File: config.mk
export PLATFORM = sky130hd
export DESIGN_NAME = trace_flow_decoder
export DESIGN_NICKNAME = d
export VERILOG_FILES = /design/src/rtl/trace_dec_pkg.sv /design/src/rtl/trace_frame_unpack.sv /design/src/rtl/trace_chunk_gather.sv /design/src/rtl/trace_flow_decoder.sv
export SDC_FILE = /design/constraint.sdc
export NUM_CORES = 1
export LEC_CHECK = 0
export BUFFER_PORTS_ARGS = -buffer_cell sky130_fd_sc_hd__buf_2
export CAP_MARGIN = 20
export CORE_MARGIN = 4
export CORE_UTILIZATION = 46
export CTS_CLUSTER_DIAMETER = 50
export DETAILED_ROUTE_END_ITERATION = 10
export HOLD_SLACK_MARGIN = 0.02
export PLACE_DENSITY = 0.7
export SYNTH_ARGS = -nofsm -noshare
export SYNTH_HDL_FRONTEND = slang
export SYNTH_SLANG_ARGS = --single-unit
File: constraint.sdc
create_clock -name clk -period 11.1 [get_ports clk]
set_input_delay 1.11 -clock clk [delete_from_list [all_inputs] [get_ports clk]]
set_output_delay 1.11 -clock clk [all_outputs]
set_load 0.02 [all_outputs]
File: src/rtl/trace_dec_pkg.sv
package trace_dec_pkg;
  localparam logic [2:0] K_EXEC    = 3'd0;
  localparam logic [2:0] K_NOEXEC  = 3'd1;
  localparam logic [2:0] K_EXEC_NP = 3'd2;
  localparam logic [2:0] K_WAIT    = 3'd3;
  localparam logic [2:0] K_BR      = 3'd4;
  localparam logic [2:0] K_BRN     = 3'd5;
  localparam logic [2:0] K_TRIG    = 3'd6;
  localparam logic [2:0] K_OFF     = 3'd7;

  typedef enum logic [1:0] {
    PH_RUN  = 2'd0,
    PH_OFS1 = 2'd1,
    PH_OFS2 = 2'd2,
    PH_GATH = 2'd3
  } phase_e;
endpackage

File: src/rtl/trace_frame_unpack.sv
module trace_frame_unpack
  import trace_dec_pkg::*;
(
  input  logic [2:0] raw,
  input  logic [2:0] pkt_lo,
  output logic [2:0] eff,
  output logic       trig,
  output logic [1:0] ofs_bits,
  output logic       pkt_ok,
  output logic       inc,
  output logic       br_exec,
  output logic       br_any
);
  always_comb begin
    trig     = (raw == K_TRIG);
    eff      = trig ? pkt_lo : raw;
    ofs_bits = trig ? pkt_lo[1:0] : raw[1:0];
    pkt_ok   = !((raw == K_TRIG) || (raw == K_OFF));
    inc      = (eff[1:0] != 2'b11);
    br_exec  = (eff == K_BR);
    br_any   = (eff == K_BR) || (eff == K_BRN);
  end
endmodule

File: src/rtl/trace_chunk_gather.sv
module trace_chunk_gather #(
  parameter int ADDR_W  = 32,
  parameter int CHUNK_W = 7,
  parameter int PKT_W   = 16,
  parameter int MAXB    = 5,
  parameter int KW      = 3,
  parameter int RSN_LSB = 4
) (
  input  logic              en,
  input  logic [ADDR_W-1:0] tgt_i,
  input  logic [KW-1:0]     k_i,
  input  logic [PKT_W-1:0]  pkt,
  output logic [ADDR_W-1:0] tgt_o,
  output logic [KW-1:0]     k_o,
  output logic              done,
  output logic              rsn_vld,
  output logic [2:0]        rsn
);
  localparam int NL = PKT_W / 8;

  function automatic logic [ADDR_W-1:0] put_chunk(
    input logic [ADDR_W-1:0]  v,
    input logic [KW-1:0]      k,
    input logic [CHUNK_W-1:0] c
  );
    logic [ADDR_W-1:0] r;
    r = v;
    for (int j = 0; j < ADDR_W; j++)
      if ((j / CHUNK_W) == int'(k)) r[j] = c[j % CHUNK_W];
    return r;
  endfunction

  logic [ADDR_W-1:0] t   [0:NL];
  logic [KW-1:0]     kk  [0:NL];
  logic              act [0:NL];
  logic [NL-1:0]     fin_l;
  logic [NL-1:0]     rv_l;
  logic [2:0]        rs_l [0:NL-1];

  assign t[0]   = tgt_i;
  assign kk[0]  = k_i;
  assign act[0] = en;

  // one lane per packet byte, low byte first
  for (genvar i = 0; i < NL; i++) begin : g_lane
    logic [7:0] b;
    logic       last;
    assign b         = pkt[8*i +: 8];
    assign last      = (({1'b0, kk[i]} + 1'b1) == (KW+1)'(MAXB));
    assign fin_l[i]  = act[i] && (!b[7] || last);
    assign act[i+1]  = act[i] && !fin_l[i];
    assign t[i+1]    = act[i] ? put_chunk(t[i], kk[i], b[CHUNK_W-1:0]) : t[i];
    assign kk[i+1]   = act[i] ? kk[i] + 1'b1 : kk[i];
    assign rv_l[i]   = fin_l[i] && last;
    assign rs_l[i]   = b[RSN_LSB +: 3];
  end

  always_comb begin
    rsn = '0;
    for (int i = 0; i < NL; i++)
      if (rv_l[i]) rsn = rs_l[i];
  end

  assign tgt_o   = t[NL];
  assign k_o     = kk[NL];
  assign done    = |fin_l;
  assign rsn_vld = |rv_l;
endmodule

File: src/rtl/trace_flow_decoder.sv
module trace_flow_decoder
  import trace_dec_pkg::*;
#(
  parameter int ADDR_W  = 32,
  parameter int PKT_W   = 16,
  parameter int CHUNK_W = 7,
  parameter int RSN_LSB = 4
) (
  input  logic                         clk,
  input  logic                         rst,
  input  logic                         frame_valid,
  output logic                         frame_ready,
  input  logic [2:0]                   frame_stat,
  input  logic [PKT_W-1:0]             frame_pkt,
  input  logic                         frame_sync,
  output logic                         ev_valid,
  input  logic                         ev_ready,
  output logic [2:0]                   ev_kind,
  output logic [ADDR_W-1:0]            ev_addr,
  output logic [$clog2(ADDR_W+1)-1:0]  ev_bits,
  output logic                         ev_trig,
  output logic                         ev_tdone,
  output logic                         ev_rsn_vld,
  output logic [2:0]                   ev_rsn
);
  localparam int MAXB   = (ADDR_W + CHUNK_W - 1) / CHUNK_W;
  localparam int KW     = $clog2(MAXB + 1);
  localparam int BITS_W = $clog2(ADDR_W + 1);

  phase_e              ph_q, ph_n;
  logic [1:0]          ofs_lo_q, ofs_lo_n;
  logic [3:0]          cnt_q, cnt_n;
  logic                armed_q, armed_n;
  logic [KW-1:0]       k_q, k_n;
  logic [ADDR_W-1:0]   tgt_q, tgt_n;
  logic [ADDR_W-1:0]   pc_q, pc_n;
  logic [BITS_W-1:0]   bits_q, bits_n;

  logic [2:0] eff;
  logic       trig, pkt_ok, inc, br_exec, br_any;
  logic [1:0] ofs_bits;

  trace_frame_unpack u_unpack (
    .raw      (frame_stat),
    .pkt_lo   (frame_pkt[2:0]),
    .eff      (eff),
    .trig     (trig),
    .ofs_bits (ofs_bits),
    .pkt_ok   (pkt_ok),
    .inc      (inc),
    .br_exec  (br_exec),
    .br_any   (br_any)
  );

  logic              acc, arm_now, g_en, g_done, g_rv, tdone;
  logic [ADDR_W-1:0] g_tgt, lmask, merged;
  logic [KW-1:0]     g_k;
  logic [2:0]        g_rsn;
  int                kb;

  assign frame_ready = !ev_valid || ev_ready;
  assign acc         = frame_valid && frame_ready;
  assign arm_now     = armed_q || (frame_sync && (cnt_q == 4'd0));
  assign g_en        = acc && (ph_q == PH_GATH) && !br_exec && arm_now && pkt_ok;

  trace_chunk_gather #(
    .ADDR_W (ADDR_W), .CHUNK_W (CHUNK_W), .PKT_W (PKT_W),
    .MAXB (MAXB), .KW (KW), .RSN_LSB (RSN_LSB)
  ) u_gather (
    .en      (g_en),
    .tgt_i   (tgt_q),
    .k_i     (k_q),
    .pkt     (frame_pkt),
    .tgt_o   (g_tgt),
    .k_o     (g_k),
    .done    (g_done),
    .rsn_vld (g_rv),
    .rsn     (g_rsn)
  );

  assign tdone = g_en && g_done;

  always_comb begin
    for (int j = 0; j < ADDR_W; j++) lmask[j] = (j < int'(g_k) * CHUNK_W);
    merged = (pc_q & ~lmask) | (g_tgt & lmask);
    kb = int'(g_k) * CHUNK_W;
    if (kb > ADDR_W) kb = ADDR_W;
  end

  always_comb begin
    ph_n     = ph_q;
    ofs_lo_n = ofs_lo_q;
    cnt_n    = cnt_q;
    armed_n  = armed_q;
    k_n      = k_q;
    tgt_n    = tgt_q;
    bits_n   = bits_q;
    pc_n     = pc_q + (inc ? ADDR_W'(4) : ADDR_W'(0));
    case (ph_q)
      PH_RUN: if (br_exec) ph_n = PH_OFS1;
      PH_OFS1: begin
        if (br_any) ph_n = br_exec ? PH_OFS1 : PH_RUN;
        else begin
          ofs_lo_n = ofs_bits;
          ph_n     = PH_OFS2;
        end
      end
      PH_OFS2: begin
        if (br_any) ph_n = br_exec ? PH_OFS1 : PH_RUN;
        else begin
          cnt_n   = {ofs_bits, ofs_lo_q};
          armed_n = 1'b0;
          k_n     = '0;
          tgt_n   = '0;
          ph_n    = PH_GATH;
        end
      end
      default: begin
        if (br_exec) ph_n = PH_OFS1;
        else begin
          if (!armed_q && frame_sync && (cnt_q != 4'd0)) cnt_n = cnt_q - 4'd1;
          armed_n = arm_now;
          if (g_en) begin
            tgt_n = g_tgt;
            k_n   = g_k;
          end
          if (tdone) begin
            ph_n = PH_RUN;
            pc_n = merged;
            if (BITS_W'(kb) > bits_q) bits_n = BITS_W'(kb);
          end
        end
      end
    endcase
  end

  always_ff @(posedge clk) begin
    if (rst) begin
      ph_q       <= PH_RUN;
      ofs_lo_q   <= '0;
      cnt_q      <= '0;
      armed_q    <= 1'b0;
      k_q        <= '0;
      tgt_q      <= '0;
      pc_q       <= '0;
      bits_q     <= '0;
      ev_valid   <= 1'b0;
      ev_kind    <= '0;
      ev_addr    <= '0;
      ev_bits    <= '0;
      ev_trig    <= 1'b0;
      ev_tdone   <= 1'b0;
      ev_rsn_vld <= 1'b0;
      ev_rsn     <= '0;
    end else if (acc) begin
      ph_q       <= ph_n;
      ofs_lo_q   <= ofs_lo_n;
      cnt_q      <= cnt_n;
      armed_q    <= armed_n;
      k_q        <= k_n;
      tgt_q      <= tgt_n;
      pc_q       <= pc_n;
      bits_q     <= bits_n;
      ev_valid   <= 1'b1;
      ev_kind    <= eff;
      ev_addr    <= tdone ? merged : pc_q;
      ev_bits    <= bits_n;
      ev_trig    <= trig;
      ev_tdone   <= tdone;
      ev_rsn_vld <= tdone && g_rv;
      ev_rsn     <= g_rsn;
    end else if (ev_ready) begin
      ev_valid <= 1'b0;
    end
  end

  assert_hold_R9: assert property (@(posedge clk) disable iff (rst)
    (ev_valid && !ev_ready) |=> (ev_valid && $stable(ev_addr) && $stable(ev_kind) && $stable(ev_tdone)));

  assert_bits_grow_R7: assert property (@(posedge clk) disable iff (rst)
    ev_valid |=> (ev_bits >= $past(ev_bits)));

  assert_bits_cap_R7: assert property (@(posedge clk) disable iff (rst)
    ev_valid |-> (int'(ev_bits) <= ADDR_W));

  assert_reason_full_R8: assert property (@(posedge clk) disable iff (rst)
    (ev_valid && ev_rsn_vld) |-> (ev_tdone && int'(ev_bits) == ADDR_W));

  assert_target_bits_R6: assert property (@(posedge clk) disable iff (rst)
    (ev_valid && ev_tdone) |-> (ev_bits != '0));

  assert_wait_arm_R5: assert property (@(posedge clk) disable iff (rst)
    (ph_q == PH_GATH && cnt_q != 4'd0) |-> !armed_q);
endmodule

==> results.toml, run 1 <==
[setup_path]
cp-start-kind = "input port"
worstPathRequired_ns = 11.44
endpoint_kind = "register"
path_class = "input port to register"
critical_path.max_fanout = 49
cp.arrival_ns = 7.78

[finish]
postLayoutCoreUtil = 0.524
nNetsFinal = 1157
multi_input_area_mm2 = 0.00540
seq_area_mm2 = 0.00248
final_layout_size_suffix_gt1_frac = 0.148
area_growth_pct = 12.1
n_fill_cell = 1722

[cts]
cts_made_buffers = 17
cts_buffer_depth = 2
clk_pin_slew_worst_paths_ns = 0.06
cts_hold_buf = 0
cts.repair.resized = 0
clk_latency_ns = 0.43
cts_root_buf = "clkbuf_16"
htree_levels = 4
cts_sinks = 124
cts_tree = "yes"
cts_setup_buffers = 0

[sta]
fin_skew_ns = 0.00691
rsz0062_at_grt = "no"
slew_violations = 0
timing.fmax_ghz = 0.134
slew_headroom = 0.251
fin_ws_ns = 3.66
setup_viol = 0
fin_tns_setup_ns = 0
hold_viol = 0
worst_slew_pin_slew_ns = 1.12
fin_crit_sh = 0.670
min_period_ns = 7.44

[synth]
yosys_warnings = 0
synth_seq_cells = 124
async_reset_ff_frac = 0
synth_cell_type_count = 85
yosysMostFrequentCell = "dfxtp_1"
syn_inst = 1074
ys.flop_type = "dfxtp_1"
yosysTopAreaCell = "dfxtp_1"
synth_commonest_cells = "dfxtp_1 (124), nor2_1 (81), nand2_1 (78)"
synthesis.nets = 1135
syn_avg_cell_area_um2 = 7.82
synth_area_mm2 = 0.00840
synth_seq_area_share = 0.296
synthTopCellsByArea = "dfxtp_1 (30%), ha_1 (5.1%), a21oi_1 (4.5%)"
yosysTopAreaCellShare = 0.296
synth_edf_count = 0

[detailed_routing]
wl_mm = 29.5
viasPerCell = 6.69
num_vias = 8957
dr.pass1.iters = 6
ant_nets = 0
drcViolationCount = 0
wire_per_inst_um = 22.0
drt-initial-drc-count = 1272

[floorplan]
rows = 49
die_w_um = 143
coreArea_mm2 = 0.0180
die_height_um = 143
io_pins = 73
die_area_mm2 = 0.0205
start_util = 0.468

[power_and_ir_drop]
p_leak_nw = 3.52
power_mw = 1.09
ir_drop_mv = 0.108
pwr_density_cell_mw_per_mm2 = 116

[global_routing]
grt_pass1_vias = 8230
grt_max_degree = 70
grt_pass1_wl_mm = 46.0
antenna_found_initial = 0
overflow = 0
grt_use_total = 0.285

[placement]
pre_cts_ws_ns = 3.36
dp_hpwl_mm = 20.4
portBuffers = 72
gp_congestion = 0.959

[run_status]
status = "finished clean"

[flow_run]
cap_viol_max_count = 0

[worst_hold_path]
min_path_type = "register to register"
-- per-layer routing --
layer	track usage	up-vias	wire length, µm
met4	0.136	0	1390
li1	-	4133	-
met1	0.400	4172	12600
met5	0	-	0
met2	0.424	542	12700
met3	0.0506	110	2850
-- area by class of cell --
type	instances	area share
flip-flops and latches	124	0.264
clock buffers	23	0.0518
multi-input cells	817	0.574
well taps	229	0.0304
inverters	49	0.0195
repair buffers	87	0.0503
diodes	2	0.000532
clock inverters	8	0.00957
-- cells in the final DEF, fill, tap and decap left out, drive strengths merged, types with 13 or more instances in the layout --
master	synthesis	final
a211oi	19	19
a21oi	77	77
a22o	15	15
a22oi	19	19
a31oi	33	33
buf	31	87
clkbuf	53	23
dfxtp	124	124
ha	34	34
inv	48	48
mux2	13	13
mux2i	26	26
nand2	78	78
nand3	36	36
nand4	25	25
nor2	81	81
nor3	44	44
nor4	24	24
o211ai	17	17
o21ai	65	65
o31ai	29	29
or4	14	14
-- logic make-up after synthesis --
| family | share of synthesized area |
|---|---|
| compound gates | 0.301 |
| simple gates | 0.226 |
| buf+inv | 0.0653 |
| flops | 0.296 |
| mux | 0.0493 |
| fa+ha+maj | 0.0578 |
| xor+xnor | 0.00521 |
-- worst max-delay path, cell delays in order --
cell       delay, ns
buf_2           0.12
nor2b_2         0.22
o2111ai_4       0.12
buf_4           0.29
nor2_1          0.68
xnor2_1         0.27
ha_1            0.34
a211oi_1        0.18
a21oi_1         0.07
a21oi_1         0.40
inv_1           0.23
fa_1            0.51
ha_1            0.22
nor2b_1         0.16
o21a_1          0.29
nor2_1          0.56
clkinv_1        0.46
nor2_1          0.25
ha_1            0.27
nand4_1         0.09
o22ai_1         0.09
a21oi_1         0.42
a21oi_1         0.14
a311oi_1        0.25
-- registers in the layout, indices dropped and copies added (netlist names) --
name        count
ev_rsn_vld      1
ev_valid        1
ev_addr        32
ph_q            2
ev_tdone        1
bits_q          6
ev_trig         1
ev_kind         3
ofs_lo_q        2
cnt_q           4
tgt_q          32
pc_q           32
ev_rsn          3
armed_q         1
k_q             3
-- worst paths after layout --
check	slack, ns	from	endpoint	depth (start not counted)
setup / recovery	3.66	frame_stat[0]	bits_q[5]	24
setup reg to reg	3.86	cnt_q[0]	bits_q[5]	25
hold / removal	0.45	ev_trig	ev_trig	2
hold reg to reg	0.45	ev_trig	ev_trig	2
-- where the power goes --
group          internal [mW]  switching [mW]
sequential             0.452         0.00416
clock                  0.350           0.207
combinational         0.0214          0.0603
-- per-stage QoR --
| step | hold WS (ns) | instance area (µm²) | instances |
|---|---|---|---|
| 6_report | 0.450 | 9410 | 1339 |
| 2_1_floorplan | 0.429 | 8400 | 1074 |
| 3_5_place_dp | 0.443 | 8830 | 1306 |
| 5_1_grt | 0.461 | 9410 | 1337 |
| 3_3_place_gp | 0.437 | 8830 | 1306 |
| 4_1_cts | 0.450 | 9410 | 1337 |
No activity file was read; power rests on OpenSTA's default activity.
==> run 2: changes to the inputs <==
PLACE_DENSITY = 0.73   (was 0.7)
clock period = 6.6 ns   (was 11.1 ns; I/O delays follow)
==> run 2 against run 1 <==
- design area is 0.32% higher
- clock skew up 0.0056 ns
- routed wire length is 0.42% higher
- worst setup slack worse by 3.1 ns
- die area did not move
- non-clock buffer count up 4
- sequential power increased by 68%
- core utilization rose by 0.17 points
- critical path type is now register to register
- critical endpoint is now bits_q[4]
- highest routed layer unchanged
==> results.toml, run 2 (synthesis results as in run 1) <==
[run_status]
status = "finished clean"

[detailed_routing]
drcViolationCount = 0
dr.pass1.iters = 6
ant_nets = 0
wire_per_inst_um = 22.1
num_vias = 9076
wl_mm = 29.6
drt-initial-drc-count = 1386
viasPerCell = 6.77

[cts]
cts_root_buf = "clkbuf_16"
cts_made_buffers = 17
clk_latency_ns = 0.44
cts.repair.resized = 0
cts_buffer_depth = 2
cts_sinks = 124
cts_hold_buf = 0
cts_tree = "yes"
cts_setup_buffers = 0
htree_levels = 4
clk_pin_slew_worst_paths_ns = 0.06

[placement]
dp_hpwl_mm = 20.6
portBuffers = 72
dp_cells = 1310
pre_cts_ws_ns = 0.359
gp_congestion = 0.956

[setup_path]
critPathTopFamily = "compound AO/OA/AOI/OAI gates"
worstPathRequired_ns = 6.96
cp_num_buf_inv = 5
path_class = "register to register"
r2r-end = "bits_q[4]"
rrSetupSlack_ns = 0.59
cp_slowest_stage_delay_ns = 0.50
cp.arrival_ns = 6.37
endpoint_kind = "register"
cpMaxStageDelayCell = "fa_1"
r2r_start = "cnt_q[0]"
cp-start-kind = "register"
critical_path.max_fanout = 12
rr_worst_depth = 27

[finish]
area_growth_pct = 12.4
multi_input_area_mm2 = 0.00541
final_layout_size_suffix_gt1_frac = 0.151
antennaDiodeCount = 0
final_cells = 1341
top_regs = "ev_addr (32), pc_q (32), tgt_q (32)"
final_common_cell = "dfxtp_1"
nNetsFinal = 1161
most-common-layout-cells = "dfxtp_1 (124), nor2_1 (80), nand2_1 (77)"
seq_area_mm2 = 0.00248
n_fill_cell = 1707

[sta]
fin_ws_ns = 0.593
fin_skew_ns = 0.0125
rsz0062_at_grt = "no"
hold_viol = 0
fin_tns_setup_ns = 0
slew_violations = 0
fin_crit_sh = 0.910
worst_slew_pin_slew_ns = 1.15
slew_headroom = 0.231
timing.fmax_ghz = 0.166
setup_viol = 0
min_period_ns = 6.01
holdWs_ns = 0.455

[floorplan]
start_util = 0.468
die_w_um = 143
die_height_um = 143
rows = 49
io_pins = 73
coreArea_mm2 = 0.0180
die_area_mm2 = 0.0205

[power_and_ir_drop]
power_mw = 1.84
p_int_mw = 1.39
p_leak_nw = 3.53
sequentialPowerShare = 0.416
p_sw_frac = 0.248
clkPwrFrac = 0.510
p_sw_mw = 0.458
pwr_density_cell_mw_per_mm2 = 195
ir_drop_mv = 0.198
pwr-share-comb = 0.074

[worst_hold_path]
whs_path_depth = 2
min_path_type = "register to register"
hold_start = "ev_trig"
min_to = "ev_trig"

[global_routing]
grt_use_met3 = 0.0539
antenna_found_initial = 0
grt_most_used_layer = "met2"
grt_use_total = 0.287
use_met2 = 0.437
grt_max_degree = 71
grt_pass1_vias = 8258
grtUsageMet1 = 0.390
overflow = 0
grt_pass1_wl_mm = 46.4

[flow_run]
cap_viol_max_count = 0
run 2: changes by cell type in the layout (fill, tap and decap cells not counted), sizes merged:
cell | before | now
diode | 2 | 0
buf | 87 | 91
clkinv | 7 | 5
clkinvlp | 0 | 1
clkbuf | 23 | 24
run 2: layer usage:
layer  up-vias  wire, µm
li1       4143         -
met1      4267     12200
met2       569     13000
met3        97      3060
met4         0      1400
met5         -         0
run 2: power groups by stage:
stage | logic, mW | clock network [mW] | registers (mW)
floorplan | 0.0676 | 0 | 0.793
global placement | 0.131 | 0 | 0.783
detailed placement | 0.133 | 0 | 0.784
CTS | 0.133 | 0.945 | 0.768
global route | 0.145 | 0.973 | 0.769
finish | 0.136 | 0.941 | 0.768
run 2: tightest hold or removal path, stage by stage (launching register included):
cell     delay [ns]
dfxtp_1        0.31
nand2_1        0.05
a21oi_1        0.05
run 2: layout make-up:
cell class / count / area share
multi-input combinational: 817 / 0.573
sequential: 124 / 0.263
timing repair buffer: 91 / 0.0533
clock buffer: 24 / 0.0521
tap: 229 / 0.0303
inverter: 49 / 0.0195
clock inverter: 7 / 0.00928
run 2: stage by stage:
stage | util | area [µm²]
after global routing | 0.526 | 9440
after floorplan | - | 8400
after global placement | 0.493 | 8860
after CTS | 0.525 | 9440
after detailed placement | 0.493 | 8860
final | 0.526 | 9440
run 2: worst max-delay path by stage:
stage / startpoint / slack (ns) / cells past startpoint / to
global route: cnt_q[0] / 0.22 / 27 / bits_q[5]
finish: cnt_q[0] / 0.59 / 27 / bits_q[4]
floorplan: ev_ready / 1.01 / 26 / bits_q[5]
detailed placement: frame_stat[0] / 0.36 / 26 / bits_q[5]
CTS: cnt_q[0] / 0.53 / 27 / bits_q[5]
global placement: frame_stat[0] / 0.56 / 26 / bits_q[5]
